## src/rtl/fcd_pkg.sv

```systemverilog
package fcd_pkg;
  typedef enum logic [3:0] {
    ST_IDLE, ST_FETCH, ST_FWAIT, ST_DECODE,
    ST_MRD, ST_MRWAIT, ST_SHIFT, ST_MWR, ST_NEXT
  } eng_state_t;

  localparam int CTL_DIR     = 0;
  localparam int CTL_MODE_LO = 1;
  localparam int CTL_FRAG    = 8;
  localparam int CTL_LEN_LO  = 16;
  localparam logic [2:0] MODE_SDR1 = 3'd1;
  localparam int STAT_CHAIN = 31;
  localparam int STAT_TXN   = 16;
endpackage

```

## src/rtl/fcd_shifter.sv

```systemverilog
module fcd_shifter #(
  parameter int HALF_CYC = 2
) (
  input  logic       clk,
  input  logic       rst_n,
  input  logic       start,
  input  logic [7:0] tx,
  input  logic       miso,
  output logic       busy,
  output logic       done,
  output logic [7:0] rx,
  output logic       sclk,
  output logic       mosi
);
  localparam int CW = (HALF_CYC > 1) ? $clog2(HALF_CYC) : 1;

  logic [CW-1:0] tmr;
  logic [2:0]    bitn;
  logic [7:0]    sh;

  always_ff @(posedge clk) begin
    if (!rst_n) begin
      busy <= 1'b0; done <= 1'b0; rx <= '0; sclk <= 1'b0; mosi <= 1'b0;
      tmr <= '0; bitn <= '0; sh <= '0;
    end else begin
      done <= 1'b0;
      if (!busy) begin
        if (start) begin
          busy <= 1'b1; sh <= tx; mosi <= tx[7]; bitn <= '0; tmr <= '0; sclk <= 1'b0;
        end
      end else if (tmr != CW'(HALF_CYC - 1)) begin
        tmr <= tmr + 1'b1;
      end else begin
        tmr <= '0;
        if (!sclk) begin
          sclk <= 1'b1;
          rx   <= {rx[6:0], miso};
        end else begin
          sclk <= 1'b0;
          if (bitn == 3'd7) begin
            busy <= 1'b0; done <= 1'b1; mosi <= 1'b0;
          end else begin
            bitn <= bitn + 3'd1;
            sh   <= {sh[6:0], 1'b0};
            mosi <= sh[6];
          end
        end
      end
    end
  end

  assert_sclk_idle_R4: assert property (@(posedge clk) disable iff (!rst_n) !busy |-> !sclk);
  assert_mosi_hold_R4: assert property (@(posedge clk) disable iff (!rst_n) sclk |-> $stable(mosi));
  assert_start_idle_R4: assert property (@(posedge clk) disable iff (!rst_n) start |-> !busy);
endmodule

```

## src/rtl/fcd_regs.sv

```systemverilog
module fcd_regs (
  input  logic        clk,
  input  logic        rst_n,
  input  logic        reg_we,
  input  logic [1:0]  reg_addr,
  input  logic [31:0] reg_wdata,
  input  logic        eng_busy,
  input  logic        ev_chain,
  input  logic        ev_txn,
  output logic        launch,
  output logic [31:0] reg_rdata
);
  import fcd_pkg::*;

  logic        s_chain, s_txn;
  logic [31:0] ptr_q;
  logic        wr_stat;

  assign launch  = reg_we && (reg_addr == 2'd0) && !eng_busy;
  assign wr_stat = reg_we && (reg_addr == 2'd1);

  always_ff @(posedge clk) begin
    if (!rst_n) begin
      s_chain <= 1'b0; s_txn <= 1'b0; ptr_q <= '0;
    end else begin
      if (launch) ptr_q <= reg_wdata;
      s_chain <= ev_chain | (s_chain & ~(wr_stat & reg_wdata[STAT_CHAIN]));
      s_txn   <= ev_txn   | (s_txn   & ~(wr_stat & reg_wdata[STAT_TXN]));
    end
  end

  always_comb begin
    reg_rdata = '0;
    case (reg_addr)
      2'd0: reg_rdata = ptr_q;
      2'd1: begin
        reg_rdata[STAT_CHAIN] = s_chain;
        reg_rdata[STAT_TXN]   = s_txn;
      end
      default: reg_rdata = '0;
    endcase
  end

  assert_w1c_chain_R9: assert property (@(posedge clk) disable iff (!rst_n)
    $fell(s_chain) |-> $past(wr_stat && reg_wdata[STAT_CHAIN]));
  assert_w1c_txn_R9: assert property (@(posedge clk) disable iff (!rst_n)
    $fell(s_txn) |-> $past(wr_stat && reg_wdata[STAT_TXN]));
endmodule

```

## src/rtl/fcd_engine.sv

```systemverilog
module fcd_engine #(
  parameter logic [15:0] MAX_LEN = 16'hFFC0
) (
  input  logic        clk,
  input  logic        rst_n,
  input  logic        launch,
  input  logic [31:0] launch_ptr,
  output logic        busy,
  output logic        mem_req_valid,
  input  logic        mem_req_ready,
  output logic        mem_req_write,
  output logic        mem_req_word,
  output logic [31:0] mem_req_addr,
  output logic [7:0]  mem_req_wdata,
  input  logic        mem_rsp_valid,
  input  logic [31:0] mem_rsp_data,
  output logic        sh_start,
  output logic [7:0]  sh_tx,
  input  logic        sh_busy,
  input  logic        sh_done,
  input  logic [7:0]  sh_rx,
  output logic        xact_open,
  output logic        ev_chain,
  output logic        ev_txn
);
  import fcd_pkg::*;

  eng_state_t  state;
  logic [31:0] desc_ptr, baddr, nxt;
  logic [1:0]  widx;
  logic [15:0] remaining, c_len;
  logic        c_dir, c_frag, ran;
  logic [2:0]  c_mode;
  logic [7:0]  byte_r;
  logic        desc_ok, last_byte;

  assign busy          = (state != ST_IDLE);
  assign mem_req_valid = (state == ST_FETCH) || (state == ST_MRD) || (state == ST_MWR);
  assign mem_req_write = (state == ST_MWR);
  assign mem_req_word  = (state == ST_FETCH);
  assign mem_req_addr  = (state == ST_FETCH) ? desc_ptr + {28'd0, widx, 2'b00} : baddr;
  assign mem_req_wdata = byte_r;
  assign desc_ok   = (c_mode == MODE_SDR1) && (c_len != 16'd0) && (c_len <= MAX_LEN);
  assign last_byte = (remaining == 16'd1);

  always_ff @(posedge clk) begin
    if (!rst_n) begin
      state <= ST_IDLE; desc_ptr <= '0; baddr <= '0; nxt <= '0; widx <= '0;
      remaining <= '0; c_len <= '0; c_dir <= 1'b0; c_frag <= 1'b0; c_mode <= '0;
      ran <= 1'b0; byte_r <= '0; sh_start <= 1'b0; sh_tx <= '0;
      xact_open <= 1'b0; ev_chain <= 1'b0; ev_txn <= 1'b0;
    end else begin
      sh_start <= 1'b0;
      ev_chain <= 1'b0;
      ev_txn   <= 1'b0;
      case (state)
        ST_IDLE: if (launch) begin
          if (launch_ptr == 32'd0) ev_chain <= 1'b1;
          else begin
            desc_ptr <= launch_ptr; widx <= '0; state <= ST_FETCH;
          end
        end
        ST_FETCH: if (mem_req_ready) state <= ST_FWAIT;
        ST_FWAIT: if (mem_rsp_valid) begin
          case (widx)
            2'd0: baddr <= mem_rsp_data;
            2'd1: nxt   <= mem_rsp_data;
            default: begin
              c_dir  <= mem_rsp_data[CTL_DIR];
              c_mode <= mem_rsp_data[CTL_MODE_LO +: 3];
              c_frag <= mem_rsp_data[CTL_FRAG];
              c_len  <= mem_rsp_data[CTL_LEN_LO +: 16];
            end
          endcase
          if (widx == 2'd2) state <= ST_DECODE;
          else begin
            widx <= widx + 2'd1; state <= ST_FETCH;
          end
        end
        ST_DECODE: begin
          ran <= desc_ok;
          if (desc_ok) begin
            remaining <= c_len;
            xact_open <= 1'b1;
            if (c_dir) state <= ST_MRD;
            else begin
              sh_tx <= 8'h00; sh_start <= 1'b1; state <= ST_SHIFT;
            end
          end else state <= ST_NEXT;
        end
        ST_MRD: if (mem_req_ready) state <= ST_MRWAIT;
        ST_MRWAIT: if (mem_rsp_valid) begin
          sh_tx <= mem_rsp_data[7:0]; sh_start <= 1'b1; state <= ST_SHIFT;
        end
        ST_SHIFT: if (sh_done) begin
          if (c_dir) begin
            baddr <= baddr + 32'd1; remaining <= remaining - 16'd1;
            state <= last_byte ? ST_NEXT : ST_MRD;
          end else begin
            byte_r <= sh_rx; state <= ST_MWR;
          end
        end
        ST_MWR: if (mem_req_ready) begin
          baddr <= baddr + 32'd1; remaining <= remaining - 16'd1;
          if (last_byte) state <= ST_NEXT;
          else begin
            sh_tx <= 8'h00; sh_start <= 1'b1; state <= ST_SHIFT;
          end
        end
        ST_NEXT: begin
          if (xact_open && ((nxt == 32'd0) || (ran && !c_frag))) begin
            xact_open <= 1'b0; ev_txn <= 1'b1;
          end
          if (nxt == 32'd0) begin
            ev_chain <= 1'b1; state <= ST_IDLE;
          end else begin
            desc_ptr <= nxt; widx <= '0; state <= ST_FETCH;
          end
        end
        default: state <= ST_IDLE;
      endcase
    end
  end

  assert_req_hold_R12: assert property (@(posedge clk) disable iff (!rst_n)
    mem_req_valid && !mem_req_ready |=> mem_req_valid && $stable(mem_req_addr) && $stable(mem_req_write));
  assert_chain_closes_R7: assert property (@(posedge clk) disable iff (!rst_n)
    ev_chain |-> !xact_open);
  assert_quiet_between_R8: assert property (@(posedge clk) disable iff (!rst_n)
    (state == ST_NEXT) |-> !sh_busy);
endmodule

```

## src/rtl/flash_chain_dma.sv

```systemverilog
module flash_chain_dma #(
  parameter int          HALF_CYC = 2,
  parameter logic [15:0] MAX_LEN  = 16'hFFC0
) (
  input  logic        clk,
  input  logic        rst_n,
  input  logic        reg_we,
  input  logic [1:0]  reg_addr,
  input  logic [31:0] reg_wdata,
  output logic [31:0] reg_rdata,
  output logic        mem_req_valid,
  input  logic        mem_req_ready,
  output logic        mem_req_write,
  output logic        mem_req_word,
  output logic [31:0] mem_req_addr,
  output logic [7:0]  mem_req_wdata,
  input  logic        mem_rsp_valid,
  input  logic [31:0] mem_rsp_data,
  output logic        sclk,
  output logic        mosi,
  input  logic        miso,
  output logic        xact_open
);
  logic       launch, eng_busy, ev_chain, ev_txn;
  logic       sh_start, sh_busy, sh_done;
  logic [7:0] sh_tx, sh_rx;

  fcd_regs u_regs (
    .clk(clk), .rst_n(rst_n), .reg_we(reg_we), .reg_addr(reg_addr),
    .reg_wdata(reg_wdata), .eng_busy(eng_busy), .ev_chain(ev_chain),
    .ev_txn(ev_txn), .launch(launch), .reg_rdata(reg_rdata)
  );

  fcd_engine #(.MAX_LEN(MAX_LEN)) u_eng (
    .clk(clk), .rst_n(rst_n), .launch(launch), .launch_ptr(reg_wdata),
    .busy(eng_busy), .mem_req_valid(mem_req_valid), .mem_req_ready(mem_req_ready),
    .mem_req_write(mem_req_write), .mem_req_word(mem_req_word),
    .mem_req_addr(mem_req_addr), .mem_req_wdata(mem_req_wdata),
    .mem_rsp_valid(mem_rsp_valid), .mem_rsp_data(mem_rsp_data),
    .sh_start(sh_start), .sh_tx(sh_tx), .sh_busy(sh_busy), .sh_done(sh_done),
    .sh_rx(sh_rx), .xact_open(xact_open), .ev_chain(ev_chain), .ev_txn(ev_txn)
  );

  fcd_shifter #(.HALF_CYC(HALF_CYC)) u_shf (
    .clk(clk), .rst_n(rst_n), .start(sh_start), .tx(sh_tx), .miso(miso),
    .busy(sh_busy), .done(sh_done), .rx(sh_rx), .sclk(sclk), .mosi(mosi)
  );
endmodule

```

## config.mk

```make
export PLATFORM = sky130hd
export DESIGN_NAME = flash_chain_dma
export DESIGN_NICKNAME = d
export VERILOG_FILES = /design/src/rtl/fcd_pkg.sv /design/src/rtl/fcd_shifter.sv /design/src/rtl/fcd_regs.sv /design/src/rtl/fcd_engine.sv /design/src/rtl/flash_chain_dma.sv
export SDC_FILE = /design/constraint.sdc
export NUM_CORES = 1
export LEC_CHECK = 0
export BUFFER_PORTS_ARGS = -buffer_cell sky130_fd_sc_hd__buf_4
export CAP_MARGIN = 20
export CORE_AREA = 2 2 173 175
export CTS_CLUSTER_DIAMETER = 30
export DETAILED_ROUTE_END_ITERATION = 10
export DIE_AREA = 0 0 175 177
export SLEW_MARGIN = 20
export SYNTH_ARGS = -nofsm -noshare
export SYNTH_HDL_FRONTEND = slang
export SYNTH_HIERARCHICAL = 1
export SYNTH_SLANG_ARGS = --single-unit
export TNS_END_PERCENT = 5
```

## constraint.sdc

```tcl
create_clock -name clk -period 3.1 [get_ports clk]
set_input_delay 0.465 -clock clk [delete_from_list [all_inputs] [get_ports clk]]
set_output_delay 0.465 -clock clk [all_outputs]
set_load 0.02 [all_outputs]
```

-- Word-level counts from Yosys, hierarchy flattened
Cells that the tools add are included.
- add/sub/neg operators: 6
- order comparisons: 1
- eq/ne operators: 33
- multiplexer cells: 89
- bitwise logic cells: 11
- reduce and logical (&&, ||, !) cells: 43
- operator list (kind ; count):
    32-bit 2-to-1 mux ; 9
    32-bit case mux with 3 select lines ; 1
    16-bit 2-to-1 mux ; 5
    32-bit zero test ; 2
    32-bit case mux with 2 select lines ; 1
    4-bit 2-to-1 mux ; 12
    16-bit case mux with 3 select lines ; 1
    8-bit 2-to-1 mux ; 5
    4-bit case mux with 9 select lines ; 1
    7-bit 2-to-1 mux ; 5
    32-bit by 1-bit adder with 32-bit output (second input constant) ; 1
    32-bit by 4-bit adder with 32-bit output ; 1
    2-bit != test (second input constant) ; 15
    1-bit 2-to-1 mux ; 29
    8-bit case mux with 3 select lines ; 1
    3-bit AND reduction ; 6
    6-bit AND reduction ; 3
    16-bit by 1-bit equality test with 1-bit output (second input constant) ; 1
    4-bit by 3-bit equality test with 1-bit output (second input constant) ; 4
    16-bit <= comparator (second input constant) ; 1
    16-bit nonzero test ; 1
    16-bit by 1-bit subtractor with 16-bit output (second input constant) ; 1
    3-bit 2-to-1 mux ; 5
    14-bit 2-to-1 mux ; 1
    other kinds (31) ; 71
- register bits after elaboration: 217
- input bits: 72
- output and inout port bits: 78

-- Depth between registers and ports, before layout
Gate-level depths: netlist (run 1).
- word-level depth: 6
- depth in mapped cells: 12
- mapped depth without buffers: 9

-- Modules after synthesis
The synthesis (run 1) kept the hierarchy.
- by module, submodules not included (module ; instances ; cells each ; area each (sq um) ; seq. area each (sq um)):
    fcd_engine ; 1 ; 1154 ; 8807.2 ; 3203.1
    fcd_regs ; 1 ; 187 ; 1627.8 ; 680.7
    fcd_shifter ; 1 ; 97 ; 1089.8 ; 460.4

-- Worst setup path after synthesis (run 1)
No wires, ideal clock.
- path type: register to output
- start: reg u_eng.widx[0]
- end: out mem_req_addr[30]
- arrival time: 2054 ps
- data required time: 2635 ps
- path slack: 581 ps
- stages on the path, launching flop included: 9
- cells stage by stage: dfxtp_1 -> ha_1 -> inv_1 -> fa_1 -> nor3_2 -> nand3_1 -> nor2_1 -> xnor2_1 -> a21oi_1
- cells in the longest elaborated chain, start to end: 2
- RTL lines (item ; line ; RTL):
    start, declared ; fcd_engine.sv:30 ; logic [1:0] widx;
    start signal, assigned ; fcd_engine.sv:48 ; state <= ST_IDLE; desc_ptr <= '0; baddr <= '0; nxt <= '0; widx <= '0;
    start signal, assigned ; fcd_engine.sv:60 ; desc_ptr <= launch_ptr; widx <= '0; state <= ST_FETCH;
    start signal, assigned ; fcd_engine.sv:77 ; widx <= widx + 2'd1; state <= ST_FETCH;
    32-bit by 4-bit adder with 32-bit output ; fcd_engine.sv:41 ; assign mem_req_addr = (state == ST_FETCH) ? desc_ptr + {28'd0, widx, 2'b00} : baddr;
    32-bit 2-to-1 mux ; fcd_engine.sv:41 ;
    end, declared ; flash_chain_dma.sv:15 ; output logic [31:0] mem_req_addr,
No other way between the ends.

-- Final worst setup path (run 1)
- start: reg u_eng.desc_ptr[2]
- end: out mem_req_addr[30]
- cells in the longest elaborated chain, start to end: 2
- RTL lines (item ; line ; RTL):
    start, declared ; fcd_engine.sv:29 ; logic [31:0] desc_ptr, baddr, nxt;
    start signal, assigned ; fcd_engine.sv:48 ;
    start signal, assigned ; fcd_engine.sv:60 ;
    start signal, assigned ; fcd_engine.sv:117 ; desc_ptr <= nxt; widx <= '0; state <= ST_FETCH;
    32-bit by 4-bit adder with 32-bit output ; fcd_engine.sv:41 ;
    32-bit 2-to-1 mux ; fcd_engine.sv:41 ;
No other way between the ends.

==> results of run 1 <==
==> report_power, final <==
part | internal [mW] | total (mW) | switching (mW) | leakage, nW
Sequential | 2.90 | 3.04 | 0.135 | 1.75
Combinational | 0.601 | 1.54 | 0.937 | 3.08
Clock | 3.60 | 5.22 | 1.62 | 0.815
==> worst max-delay path by stage <==
| stage | end | slack, ns | cells after the start |
|---|---|---|---|
| after floorplan | mem_req_addr[30] | 0.58 | 8 |
| after global placement | u_eng/widx[0]$_SDFFE_PN0P_ | 0.39 | 9 |
| after detailed placement | u_eng/widx[1]$_SDFFE_PN0P_ | 0.36 | 9 |
| after CTS | mem_req_addr[30] | 0.06 | 10 |
| after global routing | mem_req_addr[30] | -0.03 | 10 |
| final | mem_req_addr[30] | 0.07 | 10 |
==> routing by layer <==
metal  vias to the layer above  part of all wire (%)
li1                       5444                     -
met1                      5298                    45
met2                       415                    45
met3                        71                   7.2
met4                         0                   3.0
met5                         -                     0
==> cell type report <==
cell class                 count  area (um2)
timing repair buffer         186        1460
fill                        2816       14600
inverter                      18        70.1
multi-input combinational   1099        6650
clock inverter                25         342
sequential                   217        4350
tap                          390         488
clock buffer                  60        1330
==> flip-flops by register name, summed over array words and instances (netlist names), 2 cells and up <==
signal and cells:
u_shf/bitn 3, u_eng/sh_tx 8, u_eng/mem_req_wdata 8, u_eng/widx 2, u_shf/rx 8, u_eng/nxt 32
u_shf/sh 7, u_regs/ptr_q 32, u_eng/desc_ptr 32, u_eng/baddr 32, u_eng/c_len 16, u_eng/state 4
u_eng/c_mode 3, u_eng/remaining 16
==> repair_timing <==
action | in CTS | in global routing
setup buffers | 0 | 1
pin swaps | 0 | 0
resized for setup | 4 | 2
endpoints found under the setup margin | 6 | 3
gates cloned | 0 | 0
==> cells by family after synthesis <==
logic type,Yosys count
flip-flops,217
XOR/XNOR,29
AO/OA/AOI/OAI,370
multiplexers,95
AND/OR/NAND/NOR,594
buffers and inverters,122
adder cells (fa/ha/maj),11
==> layout by cell type (no fill, tap or decap), drive strengths merged, types with 19 or more instances in the layout <==
master,instances
nand3,49
a21oi,181
nor4,33
nor3,22
a311oi,36
nand2,264
nand4,19
clkbuf,60
inv,22
and2,36
mux2i,89
o21ai,58
dfxtp,217
nor2,105
buf,186
==> worst max-delay path, cell delays in order, from the launching register on <==
cell,delay [ns]
dfxtp_1,0.36
ha_2,0.20
inv_1,0.05
fa_2,0.38
nor3_2,0.18
buf_4,0.19
nand3_1,0.10
nor2_1,0.15
xnor2_1,0.17
a21oi_1,0.10
buf_4,0.17
==> flow_summary.ini, run 1 <==
[outcome]
status = finished clean

[power_and_ir_drop]
power_leakage_nw = 5.65
max-vdd-ir-drop_mv = 0.340
powerDensity_mw_per_mm2 = 667
power_mw = 9.79

[run]
maxCapViolations = 0

[floorplanning]
die_w_um = 175
die_area_mm2 = 0.0310
start_util_pct = 39.4
fp.dieH_um = 177
pin_count = 150
rows = 63
core_mm2 = 0.0292

[yosys]
synth-main-ff-cell = dfxtp_1
synthSimpleGateAreaFrac_pct = 25.1
yosysTopAreaCellShare_pct = 37.7
syn_nets = 1521
synthXorXnorAreaFrac_pct = 2.20
yosys_register_bits = 217
muxShareOfSynthArea_pct = 8.32
synth-edff-count = 0
synthTopCellsByArea = dfxtp_1 38%, nand2_1 8.5%, mux2i_1 7.7%, a21oi_1 7.6%, nor2_1 3.4%
synth_area_mm2 = 0.0115
syn_area_per_cell_um2 = 8.01
syn_inst = 1438
async_flop_share_pct = 0
yosys.cell_types.count = 85
ys_top_cells_by_count = 261 x nand2_1, 217 x dfxtp_1, 175 x a21oi_1
synth_compound_area_share_pct = 20.3
synth_top_area_cell = dfxtp_1
yosys_warnings = 6
seq_area_frac_synth_pct = 37.7
post-synth-top-count-cell = nand2_1
synth_top_family_by_area = simple AND/OR/NAND/NOR gates
synthAdderAreaFrac_pct = 1.26

[cts]
postCtsHoldBufs = 0
numCtsBuffers = 48
htree_levels = 2
clockBufferDepth = 3
ctsRootBufferMaster = clkbuf_16
clkLatencyLatePin_ns = 0.53
cts_tree = done
cts_sinks = 217
path_clk_slew_ns = 0.05

[layout]
area_delta_synth_final_pct = 27.4
diodes = 0
finalNonFillerCells = 1995
fin_area_mm2 = 0.0147
drive_gt1_share_pct = 20.2
num-nets-final = 1653
final_util_pct = 50.2

[global_route]
antenna_found_initial = 0
use_met2_pct = 35.8
grt_max_degree = 133
use_met3_pct = 4.04
grt_busiest_layer = met2
grt_first_pass_wirelength_mm = 57.6
use_met1_pct = 32.1
first_global_vias = 10300
grt.total_usage_pct = 23.1
overflow = 0

[routing]
postRouteAntennaNets = 0
wl_per_cell_um = 18.4
drt_pass1_iterations = 5
post-route-drc-count = 0
wirelength_mm = 36.8
drtIter0Drc = 1027
viasPerCell = 5.63
num_vias = 11200

[timing]
finalSetupTns_ns = 0
fin_crit_ns = 3.03
clock.fmax_ghz = 0.330
slew_viol_final = 0
slew-limit-headroom_pct = 43.5
setup_viol = 0
period_share_pct = 97.8
tightest_slew_ns = 0.848
rsz0062_at_grt = true
setup_ws_ns = 0.0697
fin_skew_ns = 0.0203
final_hold_viol_count = 0
whs_ns = 0.166

[placed_design]
dpl.hpwl_mm = 25.9
dp_slack_ns = 0.356
port_buffers = 149
placed_cell_area_mm2 = 0.0130
dpl.cell_count = 1909
gp_congestion = 0.887

[setup_path]
r2r_start = u_eng/state[0]$_SDFFE_PN0P_
critical_path_class = flop to output port
end_kind = output port
crit_start = u_eng/desc_ptr[2]$_SDFFE_PN0P_
r2r_cells = 9
required_ns = 2.63
cp-start-kind = flop
reg2reg_slack_ns = 0.28
crit_arrival_ns = 2.57
worst-path-max-fanout = 9
r2r_end = u_eng/widx[0]$_SDFFE_PN0P_

[min_path]
min_to = u_regs/s_txn$_SDFF_PN0_
hold_path.class = input pin to flop
min_path_cells = 2
hp-start = reg_wdata[16]
(Power assumes the default switching activity.)
==> run 2, diff against run 1 <==
==> constraint.sdc (replaced) <==
create_clock -name clk -period 3.3 [get_ports clk]
set_input_delay 0.495 -clock clk [delete_from_list [all_inputs] [get_ports clk]]
set_output_delay 0.495 -clock clk [all_outputs]
set_load 0.02 [all_outputs]
==> flow_summary.ini, run 2 (synthesis gave the netlist of run 1 again) <==
[outcome]
status = finished clean

[routing]
wirelength_mm = 36.5
postRouteAntennaNets = 0
dr_wl_met2_mm = 16.8
routed-wl-met3_mm = 2.40
drt_pass1_iterations = 5
routed.top_layer = met4
m1WireLength_mm = 16.5
drtIter0Drc = 1074
num_vias = 11100
viasPerCell = 5.57
post-route-drc-count = 0
wl_per_cell_um = 18.3

[global_route]
grt_first_pass_wirelength_mm = 57.2
first_global_vias = 10400
grt_max_degree = 89
grt.total_usage_pct = 22.9
overflow = 0
antenna_found_initial = 1

[timing]
period_share_pct = 94.3
clock.fmax_ghz = 0.321
rsz0062_at_grt = false
fin_skew_ns = 0.0138
finalSetupTns_ns = 0
setup_viol = 0
slew-limit-headroom_pct = 42.7
fin_crit_ns = 3.11
tightest_slew_ns = 0.858
setup_ws_ns = 0.188
final_hold_viol_count = 0
slew_viol_final = 0

[cts]
path_clk_slew_ns = 0.05
ctsRootBufferMaster = clkbuf_16
cts_sinks = 217
cts_tree = done
numCtsBuffers = 49
postCtsHoldBufs = 0
htree_levels = 2
clockBufferDepth = 3
cts_setup_buffers = 0
clkLatencyLatePin_ns = 0.52

[setup_path]
worst-path-max-fanout = 9
cp_slowest_cell = fa_1
critical_path_class = flop to output port
cp_slowest_stage_delay_ns = 0.44
cp_num_buf_inv = 3
crit_family = adder cells
end_kind = output port
cp_cell_sequence = ha_1, inv_1, fa_1, nor3_2, buf_4, nand3_1, xor2_1, a21oi_1, buf_4
crit_arrival_ns = 2.62
critPathMostFrequentCell = buf_4
required_ns = 2.80
cp-start-kind = flop

[floorplanning]
die_area_mm2 = 0.0310
rows = 63
start_util_pct = 39.4
core_mm2 = 0.0292
fp.dieH_um = 177
die_w_um = 175
pin_count = 150

[placed_design]
dp_slack_ns = 0.494
dpl.hpwl_mm = 26.2
placed_cell_area_mm2 = 0.0130
gp_congestion = 0.889
port_buffers = 149

[power_and_ir_drop]
max-vdd-ir-drop_mv = 0.393
power_mw = 8.91
powerDensity_mw_per_mm2 = 612
power_leakage_nw = 5.57

[layout]
layout_common_cells = 261 x nand2_1, 217 x dfxtp_1, 179 x buf_4, 175 x a21oi_1, 103 x nor2_1
layout_commonest_cell = nand2_1
fin_area_mm2 = 0.0146
num-nets-final = 1651
drive_gt1_share_pct = 20.0
final_util_pct = 49.8
area_delta_synth_final_pct = 26.4

[run]
maxCapViolations = 0

[min_path]
hold_path.class = input pin to flop
[run 2: worst paths after layout]
check | cells past startpoint | slack, ns | endpoint | start
worst max-delay path | 9 | 0.19 | mem_req_addr[14] | u_eng/desc_ptr[2]$_SDFFE_PN0P_
worst min-delay path | 2 | 0.21 | u_regs/s_txn$_SDFF_PN0_ | reg_wdata[16]
worst max register to register | 8 | 0.47 | u_eng/desc_ptr[15]$_SDFFE_PN0P_ | u_eng/state[3]$_SDFFE_PN0P_
worst min register to register | 2 | 0.45 | u_eng/sh_tx[2]$_SDFFE_PN0P_ | u_eng/sh_tx[2]$_SDFFE_PN0P_
[run 2: cell type report]
type | instances | area, um2
Sequential cell | 217 | 4340
Tap cell | 390 | 488
Clock buffer | 61 | 1360
Timing Repair Buffer | 183 | 1420
Inverter | 18 | 70.1
Antenna cell | 1 | 2.50
Multi-Input combinational cell | 1099 | 6640
Clock inverter | 25 | 243
Fill cell | 2764 | 14700
[run 2: per-layer routing]
metal,track usage [%],vias up
met4,7.29,0
met3,4.02,54
met1,31.5,5234
met5,0,-
met2,36.7,400
li1,-,5427
[run 2: what timing repair did]
| action | CTS | global route |
|---|---|---|
| hold endpoints to repair | 0 | 0 |
| resized for setup | 0 | 1 |
| endpoints found under the setup margin | 0 | 1 |
[run 2: report_power, final]
| group | switching (mW) | internal, mW |
|---|---|---|
| clock | 1.50 | 3.13 |
| combinational | 0.891 | 0.553 |
| sequential | 0.107 | 2.73 |
| total | 2.50 | 6.41 |
[run 2: worst register-to-register path: cells and delay by family (launching register included)]
family,cells,cell delay (ns)
DFF,1,0.45
and+or+nand+nor,3,1.02
AOI/OAI and AO/OA,3,0.63
buffers and inverters,2,0.66
[run 2: through the flow]
| stage | hold slack, ns | cells |
|---|---|---|
| floorplan | 0.428 | 1438 |
| detailed placement | 0.442 | 1907 |
| finish | 0.209 | 1994 |
| global placement | 0.438 | 1907 |
| global route | 0.211 | 1994 |
| CTS | 0.194 | 1993 |
==> run 3, diff against run 2 <==
--- a/config.mk
+++ b/config.mk
@@ -11,6 +11,7 @@
 export CTS_CLUSTER_DIAMETER = 30
 export DETAILED_ROUTE_END_ITERATION = 10
 export DIE_AREA = 0 0 175 177
+export REMOVE_ABC_BUFFERS = 1
 export SLEW_MARGIN = 20
 export SYNTH_ARGS = -nofsm -noshare
 export SYNTH_HDL_FRONTEND = slang
==> flow_summary.ini, run 3 (synthesis gave the netlist of run 1 again) <==
[outcome]
status = finished clean

[power_and_ir_drop]
powerDensity_mw_per_mm2 = 674
power_leakage_nw = 5.78
max-vdd-ir-drop_mv = 0.458

[cts]
htree_levels = 2
clockBufferDepth = 3
numCtsBuffers = 54
clkLatencyLatePin_ns = 0.56
path_clk_slew_ns = 0.04
cts_tree = done
ctsRootBufferMaster = clkbuf_16
postCtsHoldBufs = 0
cts_sinks = 217

[timing]
fin_skew_ns = 0.0183
clock.fmax_ghz = 0.318
slew_viol_final = 0
slew-limit-headroom_pct = 37.0
period_share_pct = 95.3
rsz0062_at_grt = false
setup_viol = 0
tightest_slew_ns = 0.945
setup_ws_ns = 0.154
fin_crit_ns = 3.15
final_hold_viol_count = 0
whs_ns = 0.204

[routing]
num_vias = 11200
wl_per_cell_um = 18.0
postRouteAntennaNets = 0
wirelength_mm = 36.0
drt_pass1_iterations = 6
post-route-drc-count = 0
drtIter0Drc = 933
viasPerCell = 5.58

[floorplanning]
fp.dieH_um = 177
rows = 63
core_mm2 = 0.0292
die_area_mm2 = 0.0310
start_util_pct = 39.4
pin_count = 150
die_w_um = 175

[global_route]
grt_max_degree = 102
grt.total_usage_pct = 22.5
antenna_found_initial = 0
first_global_vias = 10500
grt_first_pass_wirelength_mm = 56.3
overflow = 0

[layout]
layout_common_cells = 261 x nand2_1, 216 x dfxtp_1, 173 x buf_4, 173 x a21oi_1, 103 x nor2_1
num-nets-final = 1651
num-fill-cells = 2800
drive_gt1_share_pct = 20.9
multi_input_area_mm2 = 0.00665
diodes = 0
area_delta_synth_final_pct = 30.2
layout_commonest_cell = nand2_1
seqCellArea_mm2 = 0.00435

[setup_path]
critical_path_class = flop to output port
cp-start-kind = flop
end_kind = output port
crit_arrival_ns = 2.65
worst-path-max-fanout = 9
required_ns = 2.80

[run]
maxCapViolations = 0

[placed_design]
port_buffers = 149
dp_slack_ns = 0.437
dpl.hpwl_mm = 24.6
gp_congestion = 0.893

[min_path]
hold_path.class = input pin to flop
## run 3: changes by cell type in the layout (fill, tap and decap cells not counted), sizes merged
cell / delta
clkinvlp: -2
clkbuf: +11
clkinv: -2
buf: -5
diode: -1
bufinv: +8
inv: -2
## run 3: routing by layer
metal	GRT usage (%)	vias up	routed length [um]
met5	0	-	0
met4	7.95	0	887
met3	4.51	61	2720
met2	35.7	403	16300
met1	30.5	5279	16100
li1	-	5416	-
## run 3: final timing paths
check                                    start                                to  slack (ns)  cells past startpoint
setup reg to reg  u_eng/c_len[14]$_SDFFE_PN0P_  u_eng/remaining[11]$_SDFFE_PN0P_        0.56                      6
setup / recovery    u_eng/widx[0]$_SDFFE_PN0P_                  mem_req_addr[20]        0.15                      9
hold reg to reg    u_eng/sh_tx[5]$_SDFFE_PN0P_       u_eng/sh_tx[5]$_SDFFE_PN0P_        0.45                      2
hold / removal                            miso          u_shf/rx[0]$_SDFFE_PN0P_        0.20                      3
## run 3: report_power, final
group          internal (mW)  switching, mW
Combinational          0.557          0.899
Clock                   4.21           1.62
Sequential              2.73         0.0997
## run 3: per-stage QoR
step / util, % / std cells / cell area, um2 / total power, mW / TNS [ns]
6_report: 51.3 / 2001 / 15000 / 10.1 / 0
3_3_place_gp: 44.2 / 1902 / 12900 / 4.31 / 0
5_1_grt: 51.3 / 2001 / 15000 / 10.5 / 0
3_5_place_dp: 44.2 / 1902 / 12900 / 4.31 / 0
4_1_cts: 51.2 / 2001 / 15000 / 10.2 / 0
2_1_floorplan: - / 1334 / 11000 / 3.66 / -152.95
## run 3: critical path: stages (launching register included)
cell	delay, ns
dfxtp_1	0.36
ha_1	0.19
inv_1	0.06
fa_2	0.38
nor3_2	0.19
buf_4	0.21
nand3_1	0.10
xnor2_1	0.14
mux2_2	0.31
buf_4	0.17
## run 3: final cells by class
type	instances	area share, %
tap	390	3.25
inverter	18	0.492
sequential	217	29.0
clock buffer	72	10.7
clock inverter	27	2.97
timing repair buffer	178	9.32
multi-input combinational	1099	44.3
## run 3: what timing repair did
action | 4_1_cts | 5_1_grt
buffers inserted | 0 | 0
setup endpoints to repair | 0 | 13
gates resized for setup | 0 | 6
